==> config.mk <==
export PLATFORM = sky130hd
export DESIGN_NAME = spi_dbuf_master
export DESIGN_NICKNAME = d
export VERILOG_FILES = /design/src/rtl/spi_dbuf_pkg.sv /design/src/rtl/spi_dbuf_clkdiv.sv /design/src/rtl/spi_dbuf_shifter.sv /design/src/rtl/spi_dbuf_master.sv
export SDC_FILE = /design/constraint.sdc
export NUM_CORES = 1
export LEC_CHECK = 0
export ABC_AREA = 1
export ABC_CLOCK_PERIOD_IN_PS = 2300
export BUFFER_PORTS_ARGS = -buffer_cell sky130_fd_sc_hd__buf_4
export CAP_MARGIN = 20
export CORE_MARGIN = 10
export CORE_UTILIZATION = 50
export CTS_BUF_LIST = sky130_fd_sc_hd__clkbuf_8
export CTS_CLUSTER_SIZE = 20
export DETAILED_ROUTE_END_ITERATION = 8
export GPL_TIMING_DRIVEN = 0
export PLACE_DENSITY = 0.7
export SYNTH_ARGS = -nofsm -noshare
export SYNTH_HDL_FRONTEND = slang
export SYNTH_SLANG_ARGS = --single-unit
export TNS_END_PERCENT = 10
==> constraint.sdc <==
create_clock -name clk -period 2.3 [get_ports clk]
set_clock_uncertainty 0.2 [all_clocks]
set_input_delay 0.23 -clock clk [delete_from_list [all_inputs] [get_ports clk]]
set_output_delay 0.23 -clock clk [all_outputs]
set_load 0.02 [all_outputs]
==> src/rtl/spi_dbuf_pkg.sv <==
package spi_dbuf_pkg;
  localparam int unsigned BYTE_W = 8;

  typedef enum logic [2:0] {
    IDX_SHIFT  = 3'd0,
    IDX_BUF    = 3'd1,
    IDX_STATUS = 3'd2,
    IDX_CTRL   = 3'd3,
    IDX_DIV    = 3'd4
  } reg_idx_e;
endpackage

==> src/rtl/spi_dbuf_clkdiv.sv <==
module spi_dbuf_clkdiv #(
  parameter int DIV_W     = 4,
  parameter int FIXED_DIV = 0
) (
  input  logic             clk,
  input  logic             rst,
  input  logic             run,
  input  logic [DIV_W-1:0] div,
  output logic             tick
);
  localparam int HALF = (FIXED_DIV != 0) ? FIXED_DIV / 2 : (1 << DIV_W);
  localparam int CW   = (HALF > 1) ? $clog2(HALF) : 1;

  logic [CW-1:0] cnt;
  logic [CW-1:0] lim;

  generate
    if (FIXED_DIV != 0) begin : g_fixed
      assign lim = CW'(FIXED_DIV / 2 - 1);
    end else begin : g_prog
      assign lim = div;
    end
  endgenerate

  assign tick = run && (cnt == lim);

  always_ff @(posedge clk) begin
    if (rst || !run) cnt <= '0;
    else if (tick)   cnt <= '0;
    else             cnt <= cnt + 1'b1;
  end
endmodule

==> src/rtl/spi_dbuf_shifter.sv <==
module spi_dbuf_shifter #(
  parameter int W = 8
) (
  input  logic         clk,
  input  logic         rst,
  input  logic         load,
  input  logic [W-1:0] ld_data,
  input  logic         tick,
  input  logic         cpol,
  input  logic         cpha,
  input  logic         miso,
  output logic         busy,
  output logic         sclk,
  output logic         mosi,
  output logic [W-1:0] shreg
);
  localparam int EW = $clog2(2 * W);
  localparam logic [EW-1:0] LAST_EDGE = EW'(2 * W - 1);

  logic [EW-1:0] edge_n;
  logic          samp;

  always_ff @(posedge clk) begin
    if (rst) begin
      busy   <= 1'b0;
      sclk   <= cpol;
      mosi   <= 1'b0;
      shreg  <= '0;
      edge_n <= '0;
      samp   <= 1'b0;
    end else if (load) begin
      busy   <= 1'b1;
      sclk   <= cpol;
      shreg  <= ld_data;
      edge_n <= '0;
      if (!cpha) mosi <= ld_data[W-1];
    end else if (busy && tick) begin
      sclk   <= ~sclk;
      edge_n <= edge_n + 1'b1;
      if (!edge_n[0]) begin
        // leading edge
        if (cpha) mosi <= shreg[W-1];
        else      samp <= miso;
      end else begin
        // trailing edge
        if (cpha) begin
          shreg <= {shreg[W-2:0], miso};
        end else begin
          shreg <= {shreg[W-2:0], samp};
          mosi  <= shreg[W-2];
        end
        if (edge_n == LAST_EDGE) busy <= 1'b0;
      end
    end else if (!busy) begin
      sclk <= cpol;
    end
  end
endmodule

==> src/rtl/spi_dbuf_master.sv <==
module spi_dbuf_master
  import spi_dbuf_pkg::*;
#(
  parameter int DIV_W     = 4,
  parameter int FIXED_DIV = 0,
  parameter int MODE_SEL  = 4
) (
  input  logic        clk,
  input  logic        rst,
  input  logic        bus_sel,
  input  logic        bus_we,
  input  logic [2:0]  bus_addr,
  input  logic [7:0]  bus_wdata,
  output logic [7:0]  bus_rdata,
  output logic        irq,
  output logic        sclk,
  output logic        mosi,
  input  logic        miso
);
  localparam int W = BYTE_W;

  logic             wr, rd, wr_buf, exch;
  logic [W-1:0]     buf_q;
  logic             buf_full;
  logic [1:0]       ien_q;
  logic [1:0]       mode_w;
  logic [DIV_W-1:0] div_w;
  logic             busy, tick, txr, txe;
  logic [W-1:0]     shreg;

  assign wr     = bus_sel && bus_we;
  assign rd     = bus_sel && !bus_we;
  assign wr_buf = wr && (bus_addr == IDX_BUF);
  assign exch   = buf_full && !busy && !wr_buf;
  assign txr    = !buf_full;
  assign txe    = !buf_full && !busy;

  generate
    if (MODE_SEL >= 0 && MODE_SEL < 4) begin : g_mode_fixed
      assign mode_w = 2'(MODE_SEL);
    end else begin : g_mode_prog
      logic [1:0] ctrl_q;
      always_ff @(posedge clk) begin
        if (rst) ctrl_q <= 2'b00;
        else if (wr && bus_addr == IDX_CTRL) ctrl_q <= bus_wdata[1:0];
      end
      assign mode_w = ctrl_q;
    end

    if (FIXED_DIV != 0) begin : g_div_fixed
      assign div_w = '0;
    end else begin : g_div_prog
      logic [DIV_W-1:0] div_q;
      always_ff @(posedge clk) begin
        if (rst) div_q <= '0;
        else if (wr && bus_addr == IDX_DIV) div_q <= bus_wdata[DIV_W-1:0];
      end
      assign div_w = div_q;
    end
  endgenerate

  always_ff @(posedge clk) begin
    if (rst) begin
      buf_q    <= '0;
      buf_full <= 1'b0;
    end else if (wr_buf) begin
      buf_q    <= bus_wdata;
      buf_full <= 1'b1;
    end else if (exch) begin
      buf_q    <= shreg;
      buf_full <= 1'b0;
    end
  end

  always_ff @(posedge clk) begin
    if (rst) ien_q <= 2'b00;
    else if (wr && bus_addr == IDX_STATUS) ien_q <= bus_wdata[1:0];
  end

  always_ff @(posedge clk) begin
    if (rst) begin
      bus_rdata <= '0;
    end else if (rd) begin
      case (bus_addr)
        IDX_SHIFT:  bus_rdata <= shreg;
        IDX_BUF:    bus_rdata <= buf_q;
        IDX_STATUS: bus_rdata <= {6'b0, txr, txe};
        default:    bus_rdata <= '0;
      endcase
    end
  end

  always_ff @(posedge clk) begin
    if (rst) irq <= 1'b0;
    else     irq <= (txr & ien_q[1]) | (txe & ien_q[0]);
  end

  spi_dbuf_clkdiv #(.DIV_W(DIV_W), .FIXED_DIV(FIXED_DIV)) u_div (
    .clk (clk),
    .rst (rst),
    .run (busy),
    .div (div_w),
    .tick(tick)
  );

  spi_dbuf_shifter #(.W(W)) u_shf (
    .clk    (clk),
    .rst    (rst),
    .load   (exch),
    .ld_data(buf_q),
    .tick   (tick),
    .cpol   (mode_w[1]),
    .cpha   (mode_w[0]),
    .miso   (miso),
    .busy   (busy),
    .sclk   (sclk),
    .mosi   (mosi),
    .shreg  (shreg)
  );
endmodule

* Yosys cells after proc, flatten, opt, wreduce, memory -nomap -nowiden *
Cells that the tools add are included.

word-level totals
  register bits after elaboration = 46
  bits of input ports = 16
  output and inout port bits = 11
  word-level logic and storage cells = 83

operators by class
  $add $sub $neg = 2
  equality and inequality tests = 9
  mux-type cells = 23
  bitwise logic cells = 7
  reduce and logical (&&, ||, !) cells = 28

operators with widths
  cell                                                             count
  8-bit two-way mux                                                5
  8-bit one-hot mux with 3 select lines                            1
  1-bit two-way mux                                                17
  1-bit logical AND                                                11
  4-bit by 1-bit adder with 4-bit output, second input constant    2
  4-bit AND reduction                                              2
  2-bit nonzero test                                               4
  3-bit by 2-bit == test with 1-bit output, second input constant  2
  4-bit == test                                                    1
  4-bit == test, second input constant                             1
  1-bit logical NOT                                                4
  2-bit != test, second input constant                             2
  4-bit != test, second input constant                             1
  1-bit inverter                                                   4
  2-bit OR reduction                                               2
  3-bit by 1-bit == test with 1-bit output, second input constant  1
  3-bit == test, second input constant                             1
  3-bit logical NOT                                                1
  3-bit AND reduction                                              1
  3-bit nonzero test                                               1
  1-bit AND                                                        2
  2-bit AND reduction                                              1
  1-bit logical OR                                                 1
  1-bit OR                                                         1

* Longest topological paths before layout *
  depth in word-level cells = 6
  gate-level depth with buffers = 10
  depth with buffers taken out = 10

* By module *
From an unflattened synthesis, not the netlist that was laid out.

second synthesis, totals
  cell total of the unflattened synthesis = 340
  area total of the unflattened synthesis = 2,318.5 µm²

by module, submodules not included
  module            instances  cells each  area each (µm²)  sequential area each (µm²)
  spi_dbuf_master   1          186         1,238.7          520.5
  spi_dbuf_shifter  1          119         844.6            330.3
  spi_dbuf_clkdiv   1          35          235.2            80.1

* Worst setup path after synthesis *
OpenSTA, ideal clock, no wires.

  path type = reg-to-reg
  start = register u_div.cnt[0]
  end = register u_shf.sclk, data pin
  library setup time = 0.266 ns
  data arrival time = 1.039 ns
  data required time = 1.834 ns
  setup slack = 0.795 ns
  stages on the path, launching flop included = 10
  buffers on the path = 0
  clock period less this slack = 1.505 ns
  path through = dfxtp_1 inv_1 nand2_1 nand2_1 nor2_2 nand2_4 nor2_8 nand2_1 nand2_1 o21ai_0

between the ends
  cells in the longest elaborated chain, start to end = 6

ends and longest elaborated chain
  element                   RTL line                source
  start: declaration        spi_dbuf_clkdiv.sv:14   logic [CW-1:0] cnt;
  start signal: assignment  spi_dbuf_clkdiv.sv:30   else cnt <= cnt + 1'b1;
  4-bit == test             spi_dbuf_clkdiv.sv:25   assign tick = run && (cnt == lim);
  1-bit logical AND         spi_dbuf_clkdiv.sv:25
  1-bit logical AND         spi_dbuf_shifter.sv:37  end else if (busy && tick) begin
  1-bit two-way mux         spi_dbuf_shifter.sv:37
  1-bit two-way mux         spi_dbuf_shifter.sv:31  end else if (load) begin
  1-bit two-way mux         spi_dbuf_shifter.sv:24  if (rst) begin
  end signal: assignment    spi_dbuf_shifter.sv:26  sclk <= cpol;
  end signal: assignment    spi_dbuf_shifter.sv:33  sclk <= cpol;
  end signal: assignment    spi_dbuf_shifter.sv:38  sclk <= ~sclk;
  end: declaration          spi_dbuf_shifter.sv:13  output logic sclk,

Every way passes these cells.
A chain may end at the register's enable or synchronous reset.

* Final worst setup path *
  start = register u_div.cnt[0]
  end = register u_shf.shreg[2]

between the ends
  cells in the longest elaborated chain, start to end = 5

ends and longest elaborated chain
  element                               RTL line                source
  4-bit == test                         spi_dbuf_clkdiv.sv:25
  1-bit logical AND                     spi_dbuf_clkdiv.sv:25
  1-bit logical AND                     spi_dbuf_shifter.sv:37
  2-bit nonzero test (no source line)   --
  2-bit AND reduction (no source line)  --
  end signal: assignment                spi_dbuf_shifter.sv:34  shreg <= ld_data;
  end signal: assignment                spi_dbuf_shifter.sv:47  shreg <= {shreg[W-2:0], miso};
  end signal: assignment                spi_dbuf_shifter.sv:49  shreg <= {shreg[W-2:0], samp};
  end: declaration                      spi_dbuf_shifter.sv:15  output logic [W-1:0] shreg

Every way passes these cells.

==> flow_summary.json <==
{
  "slack_of_the_worst_reg_to_reg_path_ns": 0.55,
  "share_seq_of_total_power_pct": 53.9,
  "synth_top_family_by_area": "simple AND/OR/NAND/NOR gates",
  "worst_r2r_startpoint": "u_div.cnt[0]",
  "grt_use_total_pct": 13.2,
  "drt_first_pass_iters": 4,
  "min_path_type": "in -> reg",
  "clock.fmax_mhz": 571,
  "ir_drop_mv": 0.350,
  "post_dp_hpwl_microns": 3750,
  "yosys.cell_types.count": 29,
  "internal_power_uw": 1170,
  "total_leakage_power_uw": 0.00107,
  "power.share.combinational_pct": 7.4,
  "detail_route.drc_violations": 0,
  "postRouteAntennaNets": 0,
  "first_global_vias": 1856,
  "crit_path_most_repeated_cell": "sky130_fd_sc_hd__nand2_1",
  "synth_top_area_cell": "sky130_fd_sc_hd__dfxtp_1",
  "grt_max_degree": 14,
  "path_delay_family": "simple AND/OR/NAND/NOR gates",
  "postSynthAreaPerCell_sq_um": 7.02,
  "timing_worst_slew_pin_value_ns": 0.567,
  "cts_setup_buffers": 0,
  "worstSetupStartpointType": "register",
  "final_count_of_pins_violating_max_slew": 0,
  "die_area_sq_um": 7460,
  "synth_warnings": 0,
  "synth_adder_area_share_pct": 1.14,
  "ys.flop_type": "sky130_fd_sc_hd__dfxtp_1",
  "clock_tree_from_tritoncts": "done",
  "crit_buf_inv": 1,
  "cts-htree-levels": 2,
  "drt_wl_total_microns": 5060,
  "dieHeight_microns": 86.4,
  "crit_required_ns": 2.30,
  "wl_per_cell_microns": 12.6,
  "mappedNetlistNets": 332,
  "netlist_area_sq_um": 2200,
  "synth.area.mux_share_pct": 0,
  "ctsRootBufferMaster": "sky130_fd_sc_hd__clkbuf_8",
  "fin_crit_share_pct": 76.1,
  "detailedRoute.firstIterationViolations": 124,
  "chipWidth_microns": 86.4,
  "clk_transition_reported_paths_ns": 0.08,
  "synth-edff-count": 1,
  "post_synth_xor_area_fraction_pct": 1.19,
  "slew-limit-headroom_pct": 62.2,
  "setup_viol_count_final": 0,
  "synth_compound_gate_area_share_pct": 17.7,
  "worstRegToRegCells": 9,
  "core.rowCount": 24,
  "hold-worst-slack_ns": 0.0337,
  "floorplan.io_pins": 27,
  "worstSetupPathType": "reg -> reg",
  "sort_of_element_at_the_end_of_the_critical_path": "register",
  "first_pass_grt_wire_length_microns": 8230,
  "antenna_cells": 0,
  "yosys.area_share.simple_pct": 28.1,
  "antenna_found_initial": 0,
  "ctsLongestPathBuffers": 2,
  "cts_made_buffers": 5,
  "post_synth_inst_count": 314,
  "nets": 368,
  "worst_hold_startpoint": "bus_wdata[3]",
  "run_status": "completed",
  "avgViaCountPerCell": 5.07,
  "critical_path_cell_by_cell": "inv_1 > nand2_1 > nand2_1 > nor2_2 > nand3_1 > nand2_1 > nand2_2 > o21ai_1 > nor2_1",
  "finalWorstPathRequiredPeriod_ns": 1.75,
  "slowest_stage": "sky130_fd_sc_hd__dfxtp_1",
  "netlist.area_leader.share_pct": 40.9,
  "finalPower_uw": 1510,
  "layout-drive-gt1-share_pct": 14.2,
  "worstSkewPairLatency_ns": 0.30,
  "fin_setup_tns_ns": 0,
  "port-buffer-count": 26,
  "synthTopCellsByArea": "sky130_fd_sc_hd__dfxtp_1 (41%), sky130_fd_sc_hd__nand2_1 (13%), sky130_fd_sc_hd__inv_1 (7.3%)",
  "finalHoldViolations": 0,
  "grt_setup_unrepaired": "no",
  "cts-resized-gates": 0,
  "gp_routability_congestion": 0.889,
  "critical_path_peak_fanout": 8,
  "p_sw_share_pct": 22.5,
  "grt-ovfl-total": 0,
  "switchingPower_uw": 340,
  "reg2reg_to": "u_shf.shreg[2]",
  "share_clk_of_total_power_pct": 38.7,
  "initial_utilization_pct": 51.0,
  "yosys_register_bits": 46,
  "detailroute.via_count": 2044,
  "worst_path_largest_cell_delay_ns": 0.41,
  "critPathArrivalTime_ns": 1.75,
  "hold_path_depth": 3,
  "powerDensity_nw_per_um2": 579,
  "synth-async-reset-ratio_pct": 0,
  "nFillCells": 419,
  "timing.hold.worst_endpoint": "div_w[3]",
  "max-cap-violations": 0,
  "placeableCoreArea_sq_um": 4320,
  "flow.area_growth_from_synthesis_pct": 18.0,
  "clkSinkCount": 46,
  "yosysSeqAreaShare_pct": 42.2
}
## final cells by class
type | count | area [sq um] | share of cell area, %
plain buffers | 5 | 36.3 | 1.39
clock buffers | 5 | 68.8 | 2.65
clock inverters | 3 | 37.5 | 1.44
inverters | 47 | 176 | 6.78
multi-input cells | 216 | 1060 | 40.8
flip-flops and latches | 46 | 931 | 35.8
well taps | 52 | 65.1 | 2.50
repair buffers | 29 | 225 | 8.66
## cells by family (layout without fill, tap and decap cells)
logic type | Yosys count | in the layout
fa+ha+maj | 2 | 2
buf+inv | 52 | 89
xor+xnor | 3 | 3
compound gates | 74 | 74
flops | 46 | 46
simple gates | 137 | 137
## flip-flops by register name, indices dropped and copies added (netlist names)
name	cells
buf_full	1
buf_q	8
bus_rdata	8
div_w	4
g_mode_prog.ctrl_q	2
ien_q	2
irq	1
u_div.cnt	4
u_shf.busy	1
u_shf.edge_n	4
u_shf.mosi	1
u_shf.samp	1
u_shf.sclk	1
u_shf.shreg	8
## how the worst max path moves through the flow
stage | start | end | slack (ns) | cells past startpoint
final | u_div.cnt[0] | u_shf.shreg[2] | 0.55 | 9
after floorplan | u_div.cnt[0] | u_shf.sclk | 0.79 | 9
after global routing | u_div.cnt[0] | u_shf.shreg[4] | 0.44 | 9
after global placement | u_div.cnt[0] | u_shf.shreg[2] | 0.59 | 9
after CTS | u_div.cnt[0] | u_shf.shreg[1] | 0.57 | 9
after detailed placement | u_div.cnt[0] | u_shf.shreg[2] | 0.58 | 9
## synthesized netlist by cell type (3+ instances only)
cell,instances
sky130_fd_sc_hd__dfxtp_1,45
sky130_fd_sc_hd__nand2_2,3
sky130_fd_sc_hd__nand2_4,4
sky130_fd_sc_hd__a21oi_1,21
sky130_fd_sc_hd__inv_1,43
sky130_fd_sc_hd__nor2_1,30
sky130_fd_sc_hd__o21ai_1,11
sky130_fd_sc_hd__nand4_1,3
sky130_fd_sc_hd__o22ai_1,9
sky130_fd_sc_hd__inv_2,3
sky130_fd_sc_hd__nand2_1,77
sky130_fd_sc_hd__o21ai_0,31
sky130_fd_sc_hd__nand3_1,12
sky130_fd_sc_hd__clkbuf_1,3
## worst reg2reg max path: stages (launching register included)
cell and delay [ns]:
sky130_fd_sc_hd__dfxtp_1 0.41, sky130_fd_sc_hd__inv_1 0.06, sky130_fd_sc_hd__nand2_1 0.05, sky130_fd_sc_hd__nand2_1 0.05
sky130_fd_sc_hd__nor2_2 0.20, sky130_fd_sc_hd__nand3_1 0.21, sky130_fd_sc_hd__nand2_1 0.15, sky130_fd_sc_hd__nand2_2 0.13
sky130_fd_sc_hd__o21ai_1 0.15, sky130_fd_sc_hd__nor2_1 0.05
## cells in the final DEF, fill, tap and decap left out, drive strengths merged, types with 9 or more instances in the layout
cell type,n
a21oi,22
buf,27
clkbuf,9
dfxtp,45
inv,48
nand2,84
nand3,13
nor2,34
o21ai,42
o22ai,9
## through the flow
| stage | setup WS, ns | instances | utilization (%) | area (sq um) |
|---|---|---|---|---|
| after CTS | 0.574 | 403 | 60.2 | 2600 |
| after detailed placement | 0.577 | 392 | 57.0 | 2460 |
| after floorplan | 0.795 | 314 | - | 2200 |
| after global routing | 0.436 | 403 | 60.2 | 2600 |
| after global placement | 0.594 | 392 | 57.0 | 2460 |
| final | 0.549 | 403 | 60.2 | 2600 |
## metal layers
metal	wire, microns	track usage [%]	vias up
met5	0	0	-
met4	69	4.42	0
met3	258	3.56	9
met2	2210	20.5	52
met1	2520	17.2	898
li1	-	-	1085
## power by group through the flow
stage | Combinational, uW | Clock, uW | Sequential [uW]
floorplan | 59.4 | 0 | 833
detailed placement | 106 | 0 | 832
global route | 123 | 632 | 814
global placement | 106 | 0 | 832
CTS | 111 | 591 | 813
finish | 112 | 583 | 813
## what timing repair did
action | in CTS | in global routing
setup endpoints to repair | 0 | 0
hold buffers | 3 | 0
hold endpoints to repair | 4 | 0
(Power assumes the default switching activity.)
